==> src/rtl/wpa_pkg.sv <==
package wpa_pkg;

    // Register word base addresses (byte addresses, word stride 4)
    localparam int PEND_BASE  = 'h10;
    localparam int EN_BASE    = 'h40;
    localparam int MUXEN_BASE = 'hC0;

    // State of the non-maskable request latch
    typedef enum logic {
        NMI_IDLE    = 1'b0,
        NMI_LATCHED = 1'b1
    } nmi_state_e;

    // Existence of a mux position for the selected variant
    function automatic logic mux_pos_valid(input int idx, input bit full);
        return full || (idx < 32) || ((idx >= 51) && (idx < 100));
    endfunction

endpackage

==> src/rtl/wpa_nmi_latch.sv <==
module wpa_nmi_latch
    import wpa_pkg::*;
(
    input  logic clk,
    input  logic rst_n,
    input  logic nmi_i,
    input  logic clr_i,
    output logic pend_o
);

    nmi_state_e state_q, state_d;

    always_ff @(posedge clk or negedge rst_n) begin
        if (!rst_n) state_q <= NMI_IDLE;
        else        state_q <= state_d;
    end

    // The set input wins over the clear write
    always_comb begin
        state_d = state_q;
        unique case (state_q)
            NMI_IDLE:    if (nmi_i)           state_d = NMI_LATCHED;
            NMI_LATCHED: if (clr_i && !nmi_i) state_d = NMI_IDLE;
            default:                          state_d = NMI_IDLE;
        endcase
    end

    always_comb begin
        pend_o = (state_q == NMI_LATCHED);
    end

    p_nmi_set_r2: assert property (@(posedge clk) disable iff (!rst_n)
        nmi_i |=> (state_q == NMI_LATCHED));

    p_nmi_hold_r2: assert property (@(posedge clk) disable iff (!rst_n)
        (state_q == NMI_LATCHED && !clr_i) |=> (state_q == NMI_LATCHED));

endmodule

==> src/rtl/wpa_mux_fold.sv <==
module wpa_mux_fold #(
    parameter int MUX_BITS = 128,
    parameter int GRP      = 8,
    localparam int NUM_GRP = MUX_BITS / GRP
) (
    input  logic                clk,
    input  logic                rst_n,
    input  logic [MUX_BITS-1:0] src_i,
    input  logic [MUX_BITS-1:0] en_i,
    output logic [NUM_GRP-1:0]  grp_o
);

    for (genvar g = 0; g < NUM_GRP; g++) begin : g_fold
        assign grp_o[g] = |(src_i[g*GRP +: GRP] & en_i[g*GRP +: GRP]);

        p_grp_off_r4: assert property (@(posedge clk) disable iff (!rst_n)
            (en_i[g*GRP +: GRP] == '0) |-> !grp_o[g]);
    end

endmodule

==> src/rtl/wpa_regs.sv <==
module wpa_regs
    import wpa_pkg::*;
#(
    parameter int TOP_BITS  = 64,
    parameter int USED_BITS = 35,
    parameter int MUX_BITS  = 128,
    parameter bit FULL_MUX  = 1'b0,
    parameter int ADDR_W    = 8,
    localparam int TOP_WORDS = TOP_BITS / 32,
    localparam int MUX_WORDS = MUX_BITS / 32
) (
    input  logic                clk,
    input  logic                rst_n,
    input  logic [ADDR_W-1:0]   addr_i,
    input  logic                wr_i,
    input  logic [31:0]         wdata_i,
    output logic [TOP_BITS-1:0] en_o,
    output logic [MUX_BITS-1:0] muxen_o
);

    function automatic logic [MUX_BITS-1:0] mk_mux_mask();
        logic [MUX_BITS-1:0] m;
        for (int i = 0; i < MUX_BITS; i++) m[i] = mux_pos_valid(i, FULL_MUX);
        return m;
    endfunction

    localparam logic [MUX_BITS-1:0] MUX_MASK = mk_mux_mask();
    localparam logic [TOP_BITS-1:0] USED_MASK =
        {{(TOP_BITS-USED_BITS){1'b0}}, {USED_BITS{1'b1}}};

    logic [TOP_BITS-1:0] en_q;
    logic [MUX_BITS-1:0] muxen_q;

    always_ff @(posedge clk or negedge rst_n) begin
        if (!rst_n) begin
            en_q    <= TOP_BITS'(1);
            muxen_q <= '0;
        end else if (wr_i) begin
            for (int w = 0; w < TOP_WORDS; w++) begin
                if (addr_i == ADDR_W'(EN_BASE + 4*w))
                    en_q[w*32 +: 32] <= wdata_i & USED_MASK[w*32 +: 32];
            end
            for (int w = 0; w < MUX_WORDS; w++) begin
                if (addr_i == ADDR_W'(MUXEN_BASE + 4*w))
                    muxen_q[w*32 +: 32] <= wdata_i & MUX_MASK[w*32 +: 32];
            end
        end
    end

    assign en_o    = en_q;
    assign muxen_o = muxen_q;

    p_en_hold_r6: assert property (@(posedge clk) disable iff (!rst_n)
        !wr_i |=> $stable(en_q));

    p_muxen_hold_r5: assert property (@(posedge clk) disable iff (!rst_n)
        !wr_i |=> $stable(muxen_q));

endmodule

==> src/rtl/wpa_wake_agg.sv <==
module wpa_wake_agg
    import wpa_pkg::*;
#(
    parameter int TOP_BITS   = 64,
    parameter int DIRECT_NUM = 18,
    parameter int MUX_BITS   = 128,
    parameter int MUX_GRP    = 8,
    parameter bit FULL_MUX   = 1'b0,
    parameter int ADDR_W     = 8
) (
    input  logic                  clk,
    input  logic                  rst_n,
    input  logic                  nmi_i,
    input  logic [DIRECT_NUM-1:0] direct_i,
    input  logic [MUX_BITS-1:0]   mux_src_i,
    input  logic [ADDR_W-1:0]     reg_addr_i,
    input  logic                  reg_wr_i,
    input  logic [31:0]           reg_wdata_i,
    output logic [31:0]           reg_rdata_o,
    output logic                  wake_o
);

    localparam int NUM_GRP   = MUX_BITS / MUX_GRP;
    localparam int USED_BITS = 1 + DIRECT_NUM + NUM_GRP;
    localparam int TOP_WORDS = TOP_BITS / 32;
    localparam int MUX_WORDS = MUX_BITS / 32;

    logic                nmi_pend;
    logic                nmi_clr;
    logic [NUM_GRP-1:0]  grp_pend;
    logic [TOP_BITS-1:0] pend_all;
    logic [TOP_BITS-1:0] en_q;
    logic [MUX_BITS-1:0] muxen_q;
    logic [31:0]         rd_nxt;
    logic                mapped;
    logic [31:0]         rdata_q;
    logic                wake_q;

    assign nmi_clr = reg_wr_i && (reg_addr_i == ADDR_W'(PEND_BASE)) && reg_wdata_i[0];

    wpa_nmi_latch u_nmi (
        .clk    (clk),
        .rst_n  (rst_n),
        .nmi_i  (nmi_i),
        .clr_i  (nmi_clr),
        .pend_o (nmi_pend)
    );

    wpa_mux_fold #(
        .MUX_BITS (MUX_BITS),
        .GRP      (MUX_GRP)
    ) u_fold (
        .clk   (clk),
        .rst_n (rst_n),
        .src_i (mux_src_i),
        .en_i  (muxen_q),
        .grp_o (grp_pend)
    );

    wpa_regs #(
        .TOP_BITS  (TOP_BITS),
        .USED_BITS (USED_BITS),
        .MUX_BITS  (MUX_BITS),
        .FULL_MUX  (FULL_MUX),
        .ADDR_W    (ADDR_W)
    ) u_regs (
        .clk     (clk),
        .rst_n   (rst_n),
        .addr_i  (reg_addr_i),
        .wr_i    (reg_wr_i),
        .wdata_i (reg_wdata_i),
        .en_o    (en_q),
        .muxen_o (muxen_q)
    );

    assign pend_all = {{(TOP_BITS-USED_BITS){1'b0}}, grp_pend, direct_i, nmi_pend};

    always_comb begin
        rd_nxt = '0;
        mapped = 1'b0;
        for (int w = 0; w < TOP_WORDS; w++) begin
            if (reg_addr_i == ADDR_W'(PEND_BASE + 4*w)) begin
                rd_nxt = pend_all[w*32 +: 32];
                mapped = 1'b1;
            end
            if (reg_addr_i == ADDR_W'(EN_BASE + 4*w)) begin
                rd_nxt = en_q[w*32 +: 32];
                mapped = 1'b1;
            end
        end
        for (int w = 0; w < MUX_WORDS; w++) begin
            if (reg_addr_i == ADDR_W'(MUXEN_BASE + 4*w)) begin
                rd_nxt = muxen_q[w*32 +: 32];
                mapped = 1'b1;
            end
        end
    end

    always_ff @(posedge clk or negedge rst_n) begin
        if (!rst_n) begin
            rdata_q <= '0;
            wake_q  <= 1'b0;
        end else begin
            rdata_q <= rd_nxt;
            wake_q  <= |(pend_all & en_q);
        end
    end

    assign reg_rdata_o = rdata_q;
    assign wake_o      = wake_q;

    p_wake_set_r7: assert property (@(posedge clk) disable iff (!rst_n)
        (|(pend_all & en_q)) |=> wake_o);

    p_wake_clr_r7: assert property (@(posedge clk) disable iff (!rst_n)
        !(|(pend_all & en_q)) |=> !wake_o);

    p_unmapped_zero_r8: assert property (@(posedge clk) disable iff (!rst_n)
        !mapped |=> (reg_rdata_o == '0));

    p_upper_en_zero_r6: assert property (@(posedge clk) disable iff (!rst_n)
        (en_q[TOP_BITS-1:USED_BITS] == '0));

endmodule

==> config.mk <==
export PLATFORM = sky130hd
export DESIGN_NAME = wpa_wake_agg
export DESIGN_NICKNAME = d
export VERILOG_FILES = /design/src/rtl/wpa_pkg.sv /design/src/rtl/wpa_nmi_latch.sv /design/src/rtl/wpa_mux_fold.sv /design/src/rtl/wpa_regs.sv /design/src/rtl/wpa_wake_agg.sv
export SDC_FILE = /design/constraint.sdc
export NUM_CORES = 1
export LEC_CHECK = 0
export ABC_AREA = 1
export BUFFER_PORTS_ARGS = -buffer_cell sky130_fd_sc_hd__buf_2
export CAP_MARGIN = 10
export CORE_AREA = 2 2 138 140
export DETAILED_ROUTE_END_ITERATION = 6
export DIE_AREA = 0 0 140 142
export PLACE_DENSITY = 0.67
export SKIP_CTS_REPAIR_TIMING = 1
export SLEW_MARGIN = 40
export SYNTH_ARGS = -nofsm -noshare
export SYNTH_HDL_FRONTEND = slang
export SYNTH_SLANG_ARGS = --single-unit
==> constraint.sdc <==
create_clock -name clk -period 1.93 [get_ports clk]
set_input_delay 0 -clock clk [delete_from_list [all_inputs] [get_ports clk]]
set_output_delay 0 -clock clk [all_outputs]
set_load 0.05 [all_outputs]
* After elaboration in Yosys (flattened, before gate mapping)
Index checks and enable logic that the tools add are counted.
** Cells by class
- Reductions and logical operators :: 22
- Eq/ne operators :: 8
- Multiplexer cells :: 11
- Bitwise gates (word level) :: 13
** Operators with widths (count)
- 32-bit two-way mux :: 8
- 8-bit OR reduction :: 11
- 8-bit AND :: 10
- 64-bit OR reduction :: 1
- 32-bit by 35-bit AND with 35-bit output :: 1
- 8-bit == test, second input constant :: 4
- 8-bit by 5-bit == test with 1-bit output, second input constant :: 2
- 8-bit by 7-bit == test with 1-bit output, second input constant :: 2
- 2-bit AND reduction :: 6
- 8-bit by 4-bit AND with 8-bit output :: 1
- 1-bit logical AND :: 3
- 1-bit two-way mux :: 2
- 1-bit one-hot mux with 2 select lines :: 1
- 1-bit logical NOT :: 1
- 1-bit inverter :: 1
** Word-level totals
- Bits of input ports :: 190
- Word-level logic and storage cells :: 63
- Bits in registers :: 150

* Longest topological paths before layout
- Depth after elaboration :: 10
- Mapped depth :: 10
- Gate-level depth less buffers :: 9

* Cells and area by module
A second synthesis with hierarchy kept.
** Second synthesis, totals
- Cell total of the unflattened synthesis :: 1348
- Area total of the unflattened synthesis :: 9351.5 um^2
** Modules (own cells, without submodules)
- wpa_regs :: times used 1, cells an instance 600, area an instance 5431.5 um^2
- wpa_wake_agg :: times used 1, cells an instance 503, area an instance 2979.1 um^2
- wpa_mux_fold :: times used 1, cells an instance 240, area an instance 900.9 um^2
- wpa_nmi_latch :: times used 1, cells an instance 5, area an instance 40.0 um^2

* Worst setup path before layout
Ideal clock, no wire load.
- Kind :: in2reg
- Start point :: input reg_addr_i[5]
- End point :: register u_regs.muxen_q[94] (netlist: u_regs.muxen_o[94])
- Data required time :: 1.811 ns
- Data arrival time :: 1.021 ns
- Stages on the path :: 8
- Buffers on the path :: 1
- Setup slack :: 0.791 ns
- Cells stage by stage :: nor2_1 nand3_2 inv_2 nand2_2 nor2_4 buf_4 nand2_1 o21a_1
** On the way
- Cells in the longest elaborated chain, start to end :: 2
** Ends and longest elaborated chain
- start: declaration :: RTL line wpa_wake_agg.sv:16 : input logic [ADDR_W-1:0] reg_addr_i,
- 8-bit == test :: RTL line wpa_regs.sv:44 : if (addr_i == ADDR_W'(MUXEN_BASE + 4*w))
- 2-bit AND reduction (no source line)
- end signal: indexed assignment :: RTL line wpa_regs.sv:45 : muxen_q[w*32 +: 32] <= wdata_i & MUX_MASK[w*32 +: 32];
- end: declaration :: RTL line wpa_regs.sv:32 : logic [MUX_BITS-1:0] muxen_q;
Every way passes these cells.
A chain may end at the register's enable or synchronous reset.

* Worst setup path in the final report
- Start point :: input reg_addr_i[2]
- End point :: register u_nmi.state_q (netlist: u_nmi.pend_o)
** On the way
- Cells in the longest elaborated chain, start to end :: 6
** Ends and longest elaborated chain
- 8-bit by 5-bit == test with 1-bit output :: RTL line wpa_wake_agg.sv:39 : assign nmi_clr = reg_wr_i && (reg_addr_i == ADDR_W'(PEND_BASE)) && reg_wdata_i[0];
- 1-bit logical AND (2 in a row) :: RTL line wpa_wake_agg.sv:39
- 1-bit logical AND :: RTL line wpa_nmi_latch.sv:23 : NMI_LATCHED: if (clr_i && !nmi_i) state_d = NMI_IDLE;
- 1-bit two-way mux :: RTL line wpa_nmi_latch.sv:23
- 1-bit one-hot mux with 2 select lines :: RTL line wpa_nmi_latch.sv:21 : unique case (state_q)
- net u_nmi.state_d :: RTL line wpa_nmi_latch.sv:11 : nmi_state_e state_q, state_d;
- end signal: assignment :: RTL line wpa_nmi_latch.sv:15 : else state_q <= state_d;
- end: declaration :: RTL line wpa_nmi_latch.sv:11
The timed path passes the listed nets, and every way through them passes these cells.

==> impl_metrics.env <==
export IMPL_outcome="finished with violations"
export IMPL_violations="DRC"
export IMPL_clock_sinks=150
export IMPL_yosys_warnings=0
export IMPL_max_stage_delay_ps=540
export IMPL_grt_overflow=0
export IMPL_wl_per_cell_um=15.21
export IMPL_io_buffers=175
export IMPL_p_leak_nw=5.159
export IMPL_cts_tree="built"
export IMPL_required_ps=2230
export IMPL_grt_usage_pct=21.86
export IMPL_route_detailed_drc=8
export IMPL_fp_coreArea_sq_mm=0.01846
export IMPL_synth_common_cells="420 x nand2_1, 149 x dfrtp_1, 82 x o21ai_0, 66 x nor2_1, 55 x inv_1"
export IMPL_path_class="in2reg"
export IMPL_hold_depth=5
export IMPL_ys_seq_elements=150
export IMPL_drv_cap=0
export IMPL_synthFlopType="dfrtp_1"
export IMPL_drtIter0Drc=497
export IMPL_setup_viol=0
export IMPL_synth_mux_area_share_pct=0
export IMPL_grt_max_degree=64
export IMPL_r2r_start="u_regs.muxen_o[79]"
export IMPL_crit_buf_inv=4
export IMPL_ys_types=29
export IMPL_min_delay_start="reg_addr_i[3]"
export IMPL_cts_max_level=4
export IMPL_syn_nets=1122
export IMPL_r2r_setup_slack_ps=550
export IMPL_ios=223
export IMPL_wirelength_um=21560
export IMPL_ys_async_sr_fraction_pct=100.0
export IMPL_diodes=0
export IMPL_nets=1361
export IMPL_end_kind="flop"
export IMPL_crit_family="buffers and inverters"
export IMPL_first_global_vias=6396
export IMPL_worst_pin_slew_ps=639.2
export IMPL_synthTopCellsByArea="dfrtp_1 52%, nand2_1 22%, o21ai_0 5.7%"
export IMPL_fin_skew_ps=8.093
export IMPL_vias=6932
export IMPL_crit_start="reg_addr_i[2]"
export IMPL_finalWeightedCongestion=0.8234
export IMPL_antenna_found_initial=0
export IMPL_hold_slack_ps=16.38
export IMPL_path_max_fanout=19
export IMPL_rows=50
export IMPL_irDropWorstVdd_uv=601.0
export IMPL_grt_pass1_wl_um=33540
export IMPL_hold_viol=0
export IMPL_startpoint_type="input port"
export IMPL_slowest_stage="dlygate4sd3_1"
export IMPL_synth_xor_xnor_area_share_pct=0
export IMPL_final_max_slew_viol_count=0
export IMPL_ff2ff_path_depth=8
export IMPL_yosysTopAreaCell="dfrtp_1"
export IMPL_hold_end="u_regs.en_o[32]"
export IMPL_synth_area_sq_mm=0.007218
export IMPL_cp_cell_sequence="buf_2 > inv_2 > nand3_2 > nor2_2 > buf_4 > nand3_1 > a21o_1 > dlygate4sd3_1"
export IMPL_fmax_mhz=711.6
export IMPL_finalWorstSetupSlack_ps=524.7
export IMPL_synth_top_family_by_area="simple AND/OR/NAND/NOR gates"
export IMPL_synthSimpleGateAreaFrac_pct=30.96
export IMPL_synth_avg_cell_area_sq_um=7.745
export IMPL_ant_nets=0
export IMPL_synth_compound_area_share_pct=11.58
export IMPL_fin_setup_tns_ps=0
export IMPL_dr_pass1_iters=7
export IMPL_synth_top_area_share_pct=51.66
export IMPL_cts_clk_slew_worst_paths_ps=60
export IMPL_initial_utilization_pct=39.11
export IMPL_postLayoutCoreUtil_pct=52.34
export IMPL_dieWidth_um=140
export IMPL_period_needed_ps=1405
export IMPL_viasPerCell=4.889
export IMPL_synth_adder_area_share_pct=0
export IMPL_cts_inserted_buffers=17
export IMPL_worst_skew_pair_late_latency_ps=420
export IMPL_p_per_area_mw_per_mm2=818.7
export IMPL_yosysMostFrequentCell="nand2_1"
export IMPL_dp_hpwl_um=15530
export IMPL_ys_seq_area_share_pct=52.02
export IMPL_pre_cts_slack_ps=301.2
export IMPL_design_die_area_sq_mm=0.01988
export IMPL_hold_path_class="in2reg"
export IMPL_worstPathArrival_ps=1710
export IMPL_cts_root_buf="clkbuf_16"
export IMPL_clockBufferDepth=2
export IMPL_syn_inst=932
export IMPL_max_slew_margin_pct=57.39
export IMPL_rsz0062_at_grt="no"
export IMPL_finalCritPeriodShare_pct=72.81
export IMPL_syn2layout_area_growth_pct=33.82
export IMPL_worstReg2RegEnd="reg_rdata_o[28]"
export IMPL_die_h_um=142
export IMPL_synth_edf_count=0
export IMPL_drive_gt1_share_pct=21.28
[how the worst max path moves through the flow]
stage,to,cells past startpoint
2_1_floorplan,u_regs.muxen_o[94],8
3_3_place_gp,u_regs.muxen_o[52],9
3_5_place_dp,u_regs.muxen_o[58],9
4_1_cts,reg_rdata_o[28],8
5_1_grt,u_nmi.pend_o,8
6_report,u_nmi.pend_o,8
[flip-flops by register name, summed over array words and instances (netlist names)]
name            cells
u_nmi.pend_o        1
u_regs.en_o        35
u_regs.muxen_o     81
reg_rdata_o        32
wake_o              1
[cell usage in the layout (no fill, tap or decap), types with 16 or more instances in the layout]
cell           Yosys  routed
buf_2             12     174
o21a_1            40      40
clkbuf_16          0      17
nand2_1          420     420
nor2_1            66      65
nand4_1           16      16
dlygate4sd3_1      0      53
inv_1             55      55
buf_4              5      22
o21ai_0           82      82
nand3_1           29      29
dfrtp_1          149     149
[report_power, final]
| group | switching (W) | internal (W) |
|---|---|---|
| Sequential | 0.000127 | 0.00331 |
| Combinational | 0.000443 | 0.000350 |
| Clock | 0.00132 | 0.00236 |
[through the flow]
| stage | std cells | cell area [sq um] | total power [W] |
|---|---|---|---|
| global placement | 1333 | 8472 | 0.004193 |
| global route | 1418 | 9659 | 0.008185 |
| floorplan | 932 | 7218 | 0.003801 |
| detailed placement | 1333 | 8472 | 0.004208 |
| finish | 1418 | 9659 | 0.007908 |
| CTS | 1365 | 9129 | 0.007880 |
[worst register-to-register path: cells and delay by family (launching register included)]
kind             cells  cell delay (ps)
flip-flops           1              410
AND/OR/NAND/NOR      8              860
[routing by layer]
layer	GRT usage [%]	part of all wire, %	vias up
met4	7.390	1.9	0
met3	3.365	5.4	36
met1	29.04	44	3242
met5	0	0	-
li1	-	-	3442
met2	36.87	49	212
[cell type report]
type | count | area, sq um
clock inverters | 12 | 200.2
multi-input cells | 689 | 3073
flip-flops and latches | 150 | 3755
inverters | 59 | 224.0
well taps | 234 | 292.8
clock buffers | 20 | 456.7
fillers | 1725 | 8796
repair buffers | 254 | 1658
[kinds of logic (layout without fill, tap and decap cells)]
kind of cell | Yosys count | count (layout)
flip-flops | 150 | 150
buffers and inverters | 93 | 345
AND/OR/NAND/NOR | 547 | 547
AO/OA/AOI/OAI | 142 | 142
No activity file was read; power rests on OpenSTA's default activity.
